**config.mk**
```make
export PLATFORM = sky130hd
export DESIGN_NAME = pwm_bank
export DESIGN_NICKNAME = d
export VERILOG_FILES = /design/src/rtl/pwm_bank_pkg.sv /design/src/rtl/pwm_bank_regs.sv /design/src/rtl/pwm_bank_timebase.sv /design/src/rtl/pwm_bank_chan.sv /design/src/rtl/pwm_bank.sv
export SDC_FILE = /design/constraint.sdc
export NUM_CORES = 1
export LEC_CHECK = 0
export ABC_AREA = 0
export BUFFER_PORTS_ARGS = -buffer_cell sky130_fd_sc_hd__buf_2
export CAP_MARGIN = 20
export CORE_ASPECT_RATIO = 0.8
export CORE_MARGIN = 5
export CORE_UTILIZATION = 46
export CTS_CLUSTER_DIAMETER = 40
export CTS_CLUSTER_SIZE = 16
export DETAILED_ROUTE_END_ITERATION = 10
export GPL_TIMING_DRIVEN = 0
export PLACE_DENSITY = 0.81
export SETUP_SLACK_MARGIN = 0.02
export SLEW_MARGIN = 20
export SYNTH_ARGS = -nofsm -noshare
export SYNTH_HDL_FRONTEND = slang
export SYNTH_SLANG_ARGS = --single-unit
```
**constraint.sdc**
```tcl
create_clock -name clk -period 1.95 [get_ports clk]
set_input_delay 0.195 -clock clk [delete_from_list [all_inputs] [get_ports clk]]
set_output_delay 0.195 -clock clk [all_outputs]
set_load 0.01 [all_outputs]
```
**src/rtl/pwm_bank_pkg.sv**
```systemverilog
// Shared constants and types for the PWM bank: register offsets, the
// positions of fields the control decoder relies on, and counter widths.
package pwm_bank_pkg;
    localparam int unsigned CNT_W      = 8;     // tick counter and duty width
    localparam int unsigned PSC_W      = 8;     // divider setting width
    localparam int unsigned NIB_W      = 4;     // one divider nibble
    localparam int unsigned DATA_W     = 32;    // bus word width
    localparam int unsigned STRIDE     = 4;     // bytes between duty words
    localparam int unsigned CTRL_OFS   = 'h50;  // control word offset
    localparam int unsigned IRQ_OFS    = 'h54;  // interrupt-enable word offset
    localparam int unsigned PSC_LO_LSB = 0;     // divider bits 3:0 position
    localparam int unsigned PSC_HI_LSB = 11;    // divider bits 7:4 position
    localparam int unsigned RUN_BIT    = 9;     // shared run bit
    localparam int unsigned IRQ_BIT    = 0;     // interrupt-enable bit

    typedef struct packed {
        logic [PSC_W-1:0] divide;   // ticks last divide+1 input clocks
        logic             run;      // shared run bit
        logic             irq_en;   // stored only
    } pwm_cfg_t;
endpackage

```
**src/rtl/pwm_bank_regs.sv**
```systemverilog
// Register file and bus decode for the PWM bank.
// Assumes: byte addresses, whole-word writes, one duty word per channel at
// STRIDE*n. NCH*STRIDE must stay below CTRL_OFS. Read data is combinational.
module pwm_bank_regs
    import pwm_bank_pkg::*;
#(
    parameter int unsigned NCH    = 1,
    parameter int unsigned ADDR_W = 8
) (
    input  logic                  clk,
    input  logic                  rst_n,
    input  logic [ADDR_W-1:0]     addr,
    input  logic                  we,
    input  logic [DATA_W-1:0]     wdata,
    output logic [DATA_W-1:0]     rdata,
    output pwm_cfg_t              cfg,
    output logic [NCH*CNT_W-1:0]  duty_flat
);
    localparam logic [ADDR_W-1:0] CTRL_A = ADDR_W'(CTRL_OFS);
    localparam logic [ADDR_W-1:0] IRQ_A  = ADDR_W'(IRQ_OFS);

    pwm_cfg_t          cfg_q;
    logic [CNT_W-1:0]  duty_q [NCH];

    // Control and interrupt-enable words: update on a write to their address.
    always_ff @(posedge clk) begin
        if (!rst_n) begin
            cfg_q <= '0;
        end else if (we) begin
            if (addr == CTRL_A) begin
                cfg_q.divide <= {wdata[PSC_HI_LSB +: NIB_W], wdata[PSC_LO_LSB +: NIB_W]};
                cfg_q.run    <= wdata[RUN_BIT];
            end
            if (addr == IRQ_A) begin
                cfg_q.irq_en <= wdata[IRQ_BIT];
            end
        end
    end

    // Per-channel duty words: each captures the low byte written to its slot.
    always_ff @(posedge clk) begin
        for (int i = 0; i < NCH; i++) begin
            if (!rst_n) begin
                duty_q[i] <= '0;
            end else if (we && addr == ADDR_W'(STRIDE * i)) begin
                duty_q[i] <= wdata[CNT_W-1:0];
            end
        end
    end

    // Read mux: place each field at its bit position, everything else zero.
    always_comb begin
        rdata = '0;
        for (int i = 0; i < NCH; i++) begin
            if (addr == ADDR_W'(STRIDE * i)) begin
                rdata[CNT_W-1:0] = duty_q[i];
            end
        end
        if (addr == CTRL_A) begin
            rdata[PSC_LO_LSB +: NIB_W] = cfg_q.divide[NIB_W-1:0];
            rdata[PSC_HI_LSB +: NIB_W] = cfg_q.divide[PSC_W-1:NIB_W];
            rdata[RUN_BIT]             = cfg_q.run;
        end
        if (addr == IRQ_A) begin
            rdata[IRQ_BIT] = cfg_q.irq_en;
        end
    end

    // Flatten duty words for the channel slices.
    always_comb begin
        for (int i = 0; i < NCH; i++) begin
            duty_flat[i*CNT_W +: CNT_W] = duty_q[i];
        end
    end

    assign cfg = cfg_q;
endmodule

```
**src/rtl/pwm_bank_timebase.sv**
```systemverilog
// Shared timebase: a clock divider that produces ticks, and an 8-bit tick
// counter that wraps every 256 ticks. Assumes a divider setting that changes
// while running takes effect on the next compare (>= keeps it from overrunning).
module pwm_bank_timebase
    import pwm_bank_pkg::*;
(
    input  logic              clk,
    input  logic              rst_n,
    input  logic              run,
    input  logic [PSC_W-1:0]  divide,
    output logic [PSC_W-1:0]  div_cnt,
    output logic [CNT_W-1:0]  tick_cnt,
    output logic              period_end
);
    logic advance;

    // A tick completes when the divider has counted divide+1 input clocks.
    assign advance    = run && (div_cnt >= divide);
    assign period_end = advance && (tick_cnt == {CNT_W{1'b1}});

    // Divider and tick counter: parked at zero while stopped.
    always_ff @(posedge clk) begin
        if (!rst_n || !run) begin
            div_cnt  <= '0;
            tick_cnt <= '0;
        end else if (advance) begin
            div_cnt  <= '0;
            tick_cnt <= tick_cnt + 1'b1;
        end else begin
            div_cnt  <= div_cnt + 1'b1;
        end
    end
endmodule

```
**src/rtl/pwm_bank_chan.sv**
```systemverilog
// One PWM channel: an active duty copy that reloads from the programmed value
// only at a period end or while stopped, and a compare against the tick count.
module pwm_bank_chan
    import pwm_bank_pkg::*;
(
    input  logic              clk,
    input  logic              rst_n,
    input  logic              run,
    input  logic              period_end,
    input  logic [CNT_W-1:0]  duty_prog,
    input  logic [CNT_W-1:0]  tick_cnt,
    output logic [CNT_W-1:0]  duty_act,
    output logic              pwm
);
    // Active duty: take the programmed value at a period boundary or when idle.
    always_ff @(posedge clk) begin
        if (!rst_n) begin
            duty_act <= '0;
        end else if (!run || period_end) begin
            duty_act <= duty_prog;
        end
    end

    // Output is high from count 0 through the active duty value.
    assign pwm = run && (tick_cnt <= duty_act);
endmodule

```
**src/rtl/pwm_bank.sv**
```systemverilog
// Top of the PWM bank: register decode, one shared timebase and NCH channels.
// Assumes a single clock domain and a synchronous active-low reset.
module pwm_bank
    import pwm_bank_pkg::*;
#(
    parameter int unsigned NCH    = 1,
    parameter int unsigned ADDR_W = 8
) (
    input  logic               clk,
    input  logic               rst_n,
    input  logic [ADDR_W-1:0]  bus_addr,
    input  logic               bus_we,
    input  logic [31:0]        bus_wdata,
    output logic [31:0]        bus_rdata,
    output logic [NCH-1:0]     pwm_out
);
    pwm_cfg_t              cfg;
    logic [NCH*CNT_W-1:0]  duty_flat;
    logic [NCH*CNT_W-1:0]  act_flat;
    logic [PSC_W-1:0]      div_cnt;
    logic [CNT_W-1:0]      tick_cnt;
    logic                  period_end;
    logic                  run_w;

    assign run_w = cfg.run;

    pwm_bank_regs #(.NCH(NCH), .ADDR_W(ADDR_W)) u_regs (
        .clk       (clk),
        .rst_n     (rst_n),
        .addr      (bus_addr),
        .we        (bus_we),
        .wdata     (bus_wdata),
        .rdata     (bus_rdata),
        .cfg       (cfg),
        .duty_flat (duty_flat)
    );

    pwm_bank_timebase u_tb (
        .clk        (clk),
        .rst_n      (rst_n),
        .run        (run_w),
        .divide     (cfg.divide),
        .div_cnt    (div_cnt),
        .tick_cnt   (tick_cnt),
        .period_end (period_end)
    );

    for (genvar i = 0; i < NCH; i++) begin : g_chan
        pwm_bank_chan u_chan (
            .clk        (clk),
            .rst_n      (rst_n),
            .run        (run_w),
            .period_end (period_end),
            .duty_prog  (duty_flat[i*CNT_W +: CNT_W]),
            .tick_cnt   (tick_cnt),
            .duty_act   (act_flat[i*CNT_W +: CNT_W]),
            .pwm        (pwm_out[i])
        );
    end
endmodule

```
==> impl_metrics.ini, run 1 <==
[layout]
nNetsFinal = 411
drive_above_1_share_pct = 30.6
area_growth_pct = 26.5
multi_input_area_um2 = 1460
fill_cells = 443
antenna_cells = 0
final-seq-area_um2 = 933

[place]
portBuffers = 37
gp_congestion = 0.845
hpwl_um = 4150

[cts]
htreeDepth = 2
worst_setup_hold_path_clk_slew_ns = 0.08
cts_sinks = 42
cts-buffers-inserted = 5
cts_buffer_depth = 2
cts_tree = yes
cts_root_buf = clkbuf_8
insertion_delay_ns = 0.30

[sta]
drv_slew = 0
tightestPinTransition_ns = 0.524
finClkSkew_ns = 0.00925
relSlewSlack_pct = 64.8
rsz0062_at_grt = yes
fmax_ghz = 0.511
finalCritPeriodShare_pct = 100
hold_violations = 0
fin_crit_ns = 1.96
worst_slack_ns = -0.00825
setup_viol = 3
final.setup.tns_ns = -0.0223
hold-worst-slack_ns = 0.125

[worst_setup_path]
end_kind = register
cp-start-kind = register
critPathCapture = g_chan[0].u_chan.duty_act[7]
r2r_end = g_chan[0].u_chan.duty_act[7]
r2r-start = u_tb.div_cnt[0]
ff2ff_path_depth = 8
cp_num_cells = 8
cp_max_fo = 8
crit_chain = inv_4 -> ha_4 -> nand2b_4 -> a2111o_1 -> nand4_1 -> o211a_1 -> buf_6 -> mux2i_1
crit_buf_inv = 2
worstPathArrival_ns = 2.19
crit_type = register to register
crit_family = compound AO/OA/AOI/OAI gates
critPathLaunch = u_tb.div_cnt[0]
reg2reg_setup_slack_ns = -0.008
crit_slowest_cell = a2111o_1
crit_required_ns = 2.18
cpPeakStageDelay_ns = 0.45

[routing]
totalWireLength_um = 5750
vias = 2130
via_per_inst = 5.17
antenna_left = 0
drc = 0
post_drt_wl_per_cell_um = 14.0
drt_iter0_markers = 123
drtPass1Iterations = 4

[yosys]
async_flop_share_pct = 0
yosysMostFrequentCell = nand2_1
synth.yosys.seq_area_share_pct = 37.5
synth_top_area_share_pct = 27.7
postSynthAreaPerCell_um2 = 8.80
syn_inst = 279
synthTopCellsByCount = 36 x nand2_1, 34 x dfxtp_1, 20 x buf_4, 19 x nand3_1, 18 x ha_1
yosysUniqueCellTypes = 40
ys_ff_latch = 42
synth_ff_type = dfxtp_1
synth_area_um2 = 2460
synth_edf_count = 8
yosys_warnings = 0
yosys.area.top_type = dfxtp_1
synth_area_leaders = dfxtp_1 28%, edfxtp_1 9.8%, ha_1 9.2%

[floorplanning]
rows = 23
die_w_um = 91.7
chipHeight_um = 75.4
start_util_pct = 48.2
pin_count = 76
coreArea_um2 = 5090
die_area_um2 = 6910

[global_route]
gr-total-overflow = 0
antenna_found_initial = 0
grt_first_pass_wirelength_um = 9380
grt_pass1_vias = 2099
globalRouteTotalUtil_pct = 17.1
grt_max_degree = 13

[pwr]
p_per_area_nw_per_um2 = 551
p_leak_nw = 1.35
peakVddDrop_mv = 0.359

[status]
outcome = complete, but fails checks
failed_checks = setup timing

[hold_path]
hold_class = primary input to register

[run]
maxCapViolations = 0
-- layout make-up --
cell class | instances | area share, %
Multi-Input combinational cell | 211 | 47.1
Sequential cell | 42 | 30.0
Timing Repair Buffer | 46 | 8.74
Buffer | 27 | 6.20
Tap cell | 62 | 2.50
Clock buffer | 5 | 2.21
Inverter | 17 | 2.13
Clock inverter | 2 | 1.09
-- cells in the final DEF (no fill, tap or decap), drive strengths merged, types with 2 or more instances in the layout --
cell type	instances
inv	17
nand4	8
and2	17
nand2	36
nor2	8
and3	6
a22o	4
xor2	5
o21ai	17
mux2i	15
buf	71
dfxtp	34
clkbuf	7
nor2b	2
a21oi	7
ha	18
nor3	8
conb	19
edfxtp	8
nand3	19
nand2b	8
and4	2
-- where the power goes --
part           internal [mW]  switching (mW)
clock network          0.370           0.292
logic                 0.0662          0.0739
registers              0.899         0.00989
-- flip-flops by register name (all words and copies together), names as in the netlist --
name / flops
u_regs.cfg: 10
u_tb.div_cnt: 8
g_chan.u_chan.duty_act: 8
u_tb.tick_cnt: 8
u_regs.duty_q: 8
-- through the flow --
| stage | power [mW] | instance area [µm²] | worst slack (ns) | utilization, % | cells |
|---|---|---|---|---|---|
| 2_1_floorplan | 1.02 | 2530 | 0.0541 | - | 297 |
| 3_5_place_dp | 1.06 | 2790 | -0.285 | 54.8 | 396 |
| 6_report | 1.71 | 3110 | -0.00825 | 61.0 | 412 |
| 3_3_place_gp | 1.06 | 2790 | -0.242 | 54.8 | 396 |
| 4_1_cts | 1.72 | 3020 | -0.0729 | 59.3 | 409 |
| 5_1_grt | 1.78 | 3110 | -0.0710 | 61.0 | 412 |
-- worst reg2reg max path: stages, from the launching register on --
cell and delay (ns):
dfxtp_4 0.37, inv_4 0.04, ha_4 0.22, nand2b_4 0.13, a2111o_1 0.45, nand4_1 0.16
o211a_1 0.19, buf_6 0.15, mux2i_1 0.20
-- worst min-delay path by stage --
stage	endpoint	startpoint	depth (start not counted)
3_5_place_dp	u_regs.cfg[9]	bus_wdata[14]	3
6_report	u_regs.cfg[7]	bus_wdata[12]	3
2_1_floorplan	u_regs.cfg[1]	bus_wdata[9]	2
4_1_cts	u_regs.cfg[7]	bus_wdata[12]	3
3_3_place_gp	u_regs.cfg[7]	bus_wdata[12]	3
5_1_grt	u_regs.cfg[3]	bus_wdata[1]	3
-- cells by family after synthesis --
family | Yosys count | synth area share [%]
xor+xnor | 6 | 2.14
other cells | 1 | 0.153
fa+ha+maj | 18 | 9.17
simple gates | 117 | 25.5
buf+inv | 44 | 10.2
mux | 16 | 6.57
compound gates | 35 | 8.81
flops | 42 | 37.5
-- layer usage --
layer	global-route usage [%]	vias to the layer above	routed length, µm
met1	20.7	980	2540
met4	6.10	0	91
li1	-	1071	-
met2	29.5	71	2730
met5	0	-	0
met3	5.13	8	391
-- what timing repair did --
item | in CTS | in global routing
gates resized for setup | 15 | 20
cloned | 0 | 0
endpoints found under the setup margin | 28 | 31
pin swaps | 11 | 6
hold buffers | 0 | 0
buffers inserted | 6 | 3
(Power assumes the default switching activity.)
==> run 2: changes to the inputs <==
--- a/config.mk
+++ b/config.mk
@@ -17,3 +17,3 @@
 export GPL_TIMING_DRIVEN = 0
-export PLACE_DENSITY = 0.81
+export PLACE_DENSITY = 0.78
 export SETUP_SLACK_MARGIN = 0.02
==> constraint.sdc (replaced) <==
create_clock -name clk -period 1.95 [get_ports clk]
set_input_delay 0.2925 -clock clk [delete_from_list [all_inputs] [get_ports clk]]
set_output_delay 0.2925 -clock clk [all_outputs]
set_load 0.01 [all_outputs]
==> run 2 against run 1 <==
Net effect:
- the flow still finishes with violations (setup timing)
- count of clock-buffer cells in the layout unchanged
- cell count is 2.2% higher
- sequential power hardly changed
==> impl_metrics.ini, run 2 (synthesized netlist as in run 1, its figures left out) <==
[global_route]
grt_max_degree = 13
globalRouteTotalUtil_pct = 16.7
gr-total-overflow = 0
grt_first_pass_wirelength_um = 9270
antenna_found_initial = 0
grt_pass1_vias = 2131

[routing]
vias = 2183
totalWireLength_um = 5850
via_per_inst = 5.19
drt_iter0_markers = 81
post_drt_wl_per_cell_um = 13.9
antenna_left = 0
drc = 0
drtPass1Iterations = 4

[cts]
cts-buffers-inserted = 5
cts_buffer_depth = 2
worst_setup_hold_path_clk_slew_ns = 0.08
htreeDepth = 2
cts_tree = yes
cts_sinks = 42
cts_hold_buf = 0
insertion_delay_ns = 0.30
cts_root_buf = clkbuf_8

[place]
hpwl_um = 3970
dpl_cell_area_um2 = 2790
dp_cells = 396
gp_congestion = 0.815
portBuffers = 37

[sta]
relSlewSlack_pct = 65.9
finalCritPeriodShare_pct = 111
rsz0062_at_grt = yes
finClkSkew_ns = 0.00973
drv_slew = 0
hold-worst-slack_ns = 0.228
hold_violations = 0
tightestPinTransition_ns = 0.512
setup_viol = 14
fin_crit_ns = 2.16
fmax_ghz = 0.463
worst_slack_ns = -0.211

[floorplanning]
pin_count = 76
die_w_um = 91.7
chipHeight_um = 75.4
rows = 23
start_util_pct = 48.2
coreArea_um2 = 5090
die_area_um2 = 6910

[worst_setup_path]
crit_chain = buf_6 -> or4_4 -> or3_4 -> nor3_4 -> buf_12 -> a22o_1 -> buf_2
cp-start-kind = primary input
crit_type = primary input to primary output
crit_slowest_cell = or4_4
cp_max_fo = 9
cpPeakStageDelay_ns = 0.52
crit_required_ns = 1.66
worstPathArrival_ns = 1.87
end_kind = primary output

[pwr]
total_power_mw = 1.72
p_leak_nw = 1.41
peakVddDrop_mv = 0.360
p_per_area_nw_per_um2 = 531

[status]
outcome = complete, but fails checks
failed_checks = setup timing

[layout]
largest_reg_flops = 10
fin_util_pct = 63.7
antenna_cells = 0
fin_area_um2 = 3240
drive_above_1_share_pct = 36.2
instances_no_fill = 421
area_growth_pct = 32.1
final_common_cell = buf_2
fill_cells = 417
final_cell_mix = 37 x buf_2, 35 x buf_4, 34 x nand2_1
nNetsFinal = 420

[run]
maxCapViolations = 0

[hold_path]
hold_class = primary input to register
==> run 2: path summary, 6_finish.rpt <==
check / start / end / slack [ns] / depth (start not counted)
max: bus_addr[0] / bus_rdata[0] / -0.21 / 7
min: bus_wdata[3] / u_regs.cfg[5] / 0.23 / 3
max reg2reg: u_regs.cfg[2] / g_chan[0].u_chan.duty_act[1] / 0.01 / 7
min reg2reg: u_regs.cfg[6] / u_regs.cfg[6] / 0.46 / 2
==> run 2: repair_timing <==
| item | 4_1_cts | 5_1_grt |
|---|---|---|
| pin swaps | 14 | 12 |
| cloned | 0 | 0 |
| setup buffers | 15 | 4 |
| resized for setup | 23 | 32 |
| endpoints found under the setup margin | 42 | 63 |
==> run 2: area by class of cell <==
cell class | instances | area [µm²] | share of cell area (%)
tap | 62 | 77.6 | 2.39
timing repair buffer | 55 | 347 | 10.7
multi-input combinational | 211 | 1520 | 46.9
inverter | 17 | 63.8 | 1.97
clock inverter | 2 | 33.8 | 1.04
sequential | 42 | 941 | 29.0
clock buffer | 5 | 68.8 | 2.12
buffer | 27 | 193 | 5.94
==> run 2: routing by layer <==
layer / wire (µm) / GRT usage (%) / vias up / share of wire [%]
met5: 0 / 0 / - / 0
met4: 78 / 4.78 / 0 / 1.3
met3: 336 / 5.43 / 13 / 5.7
met2: 2790 / 28.4 / 52 / 48
met1: 2640 / 20.8 / 1030 / 45
li1: - / - / 1088 / -
==> run 2: where the power goes <==
group          leakage, nW  switching [mW]  total, mW  internal (mW)
logic                 1.00          0.0784      0.147         0.0691
clock network       0.0517           0.299      0.670          0.370
registers            0.358         0.00920      0.907          0.897
total                 1.41           0.387       1.72           1.34
==> run 2: worst max-delay path, delay by kind of cell <==
kind / cells / cell delay [ns]
simple gates: 3 / 1.06
buf+inv: 3 / 0.37
compound gates: 1 / 0.14
==> run 2: through the flow <==
stage	setup WS [ns]	TNS, ns
after floorplan	-0.0421	-0.346
after detailed placement	-0.361	-11.17
after global routing	-0.257	-2.87
after CTS	-0.242	-2.48
final	-0.211	-1.75
after global placement	-0.346	-10.15
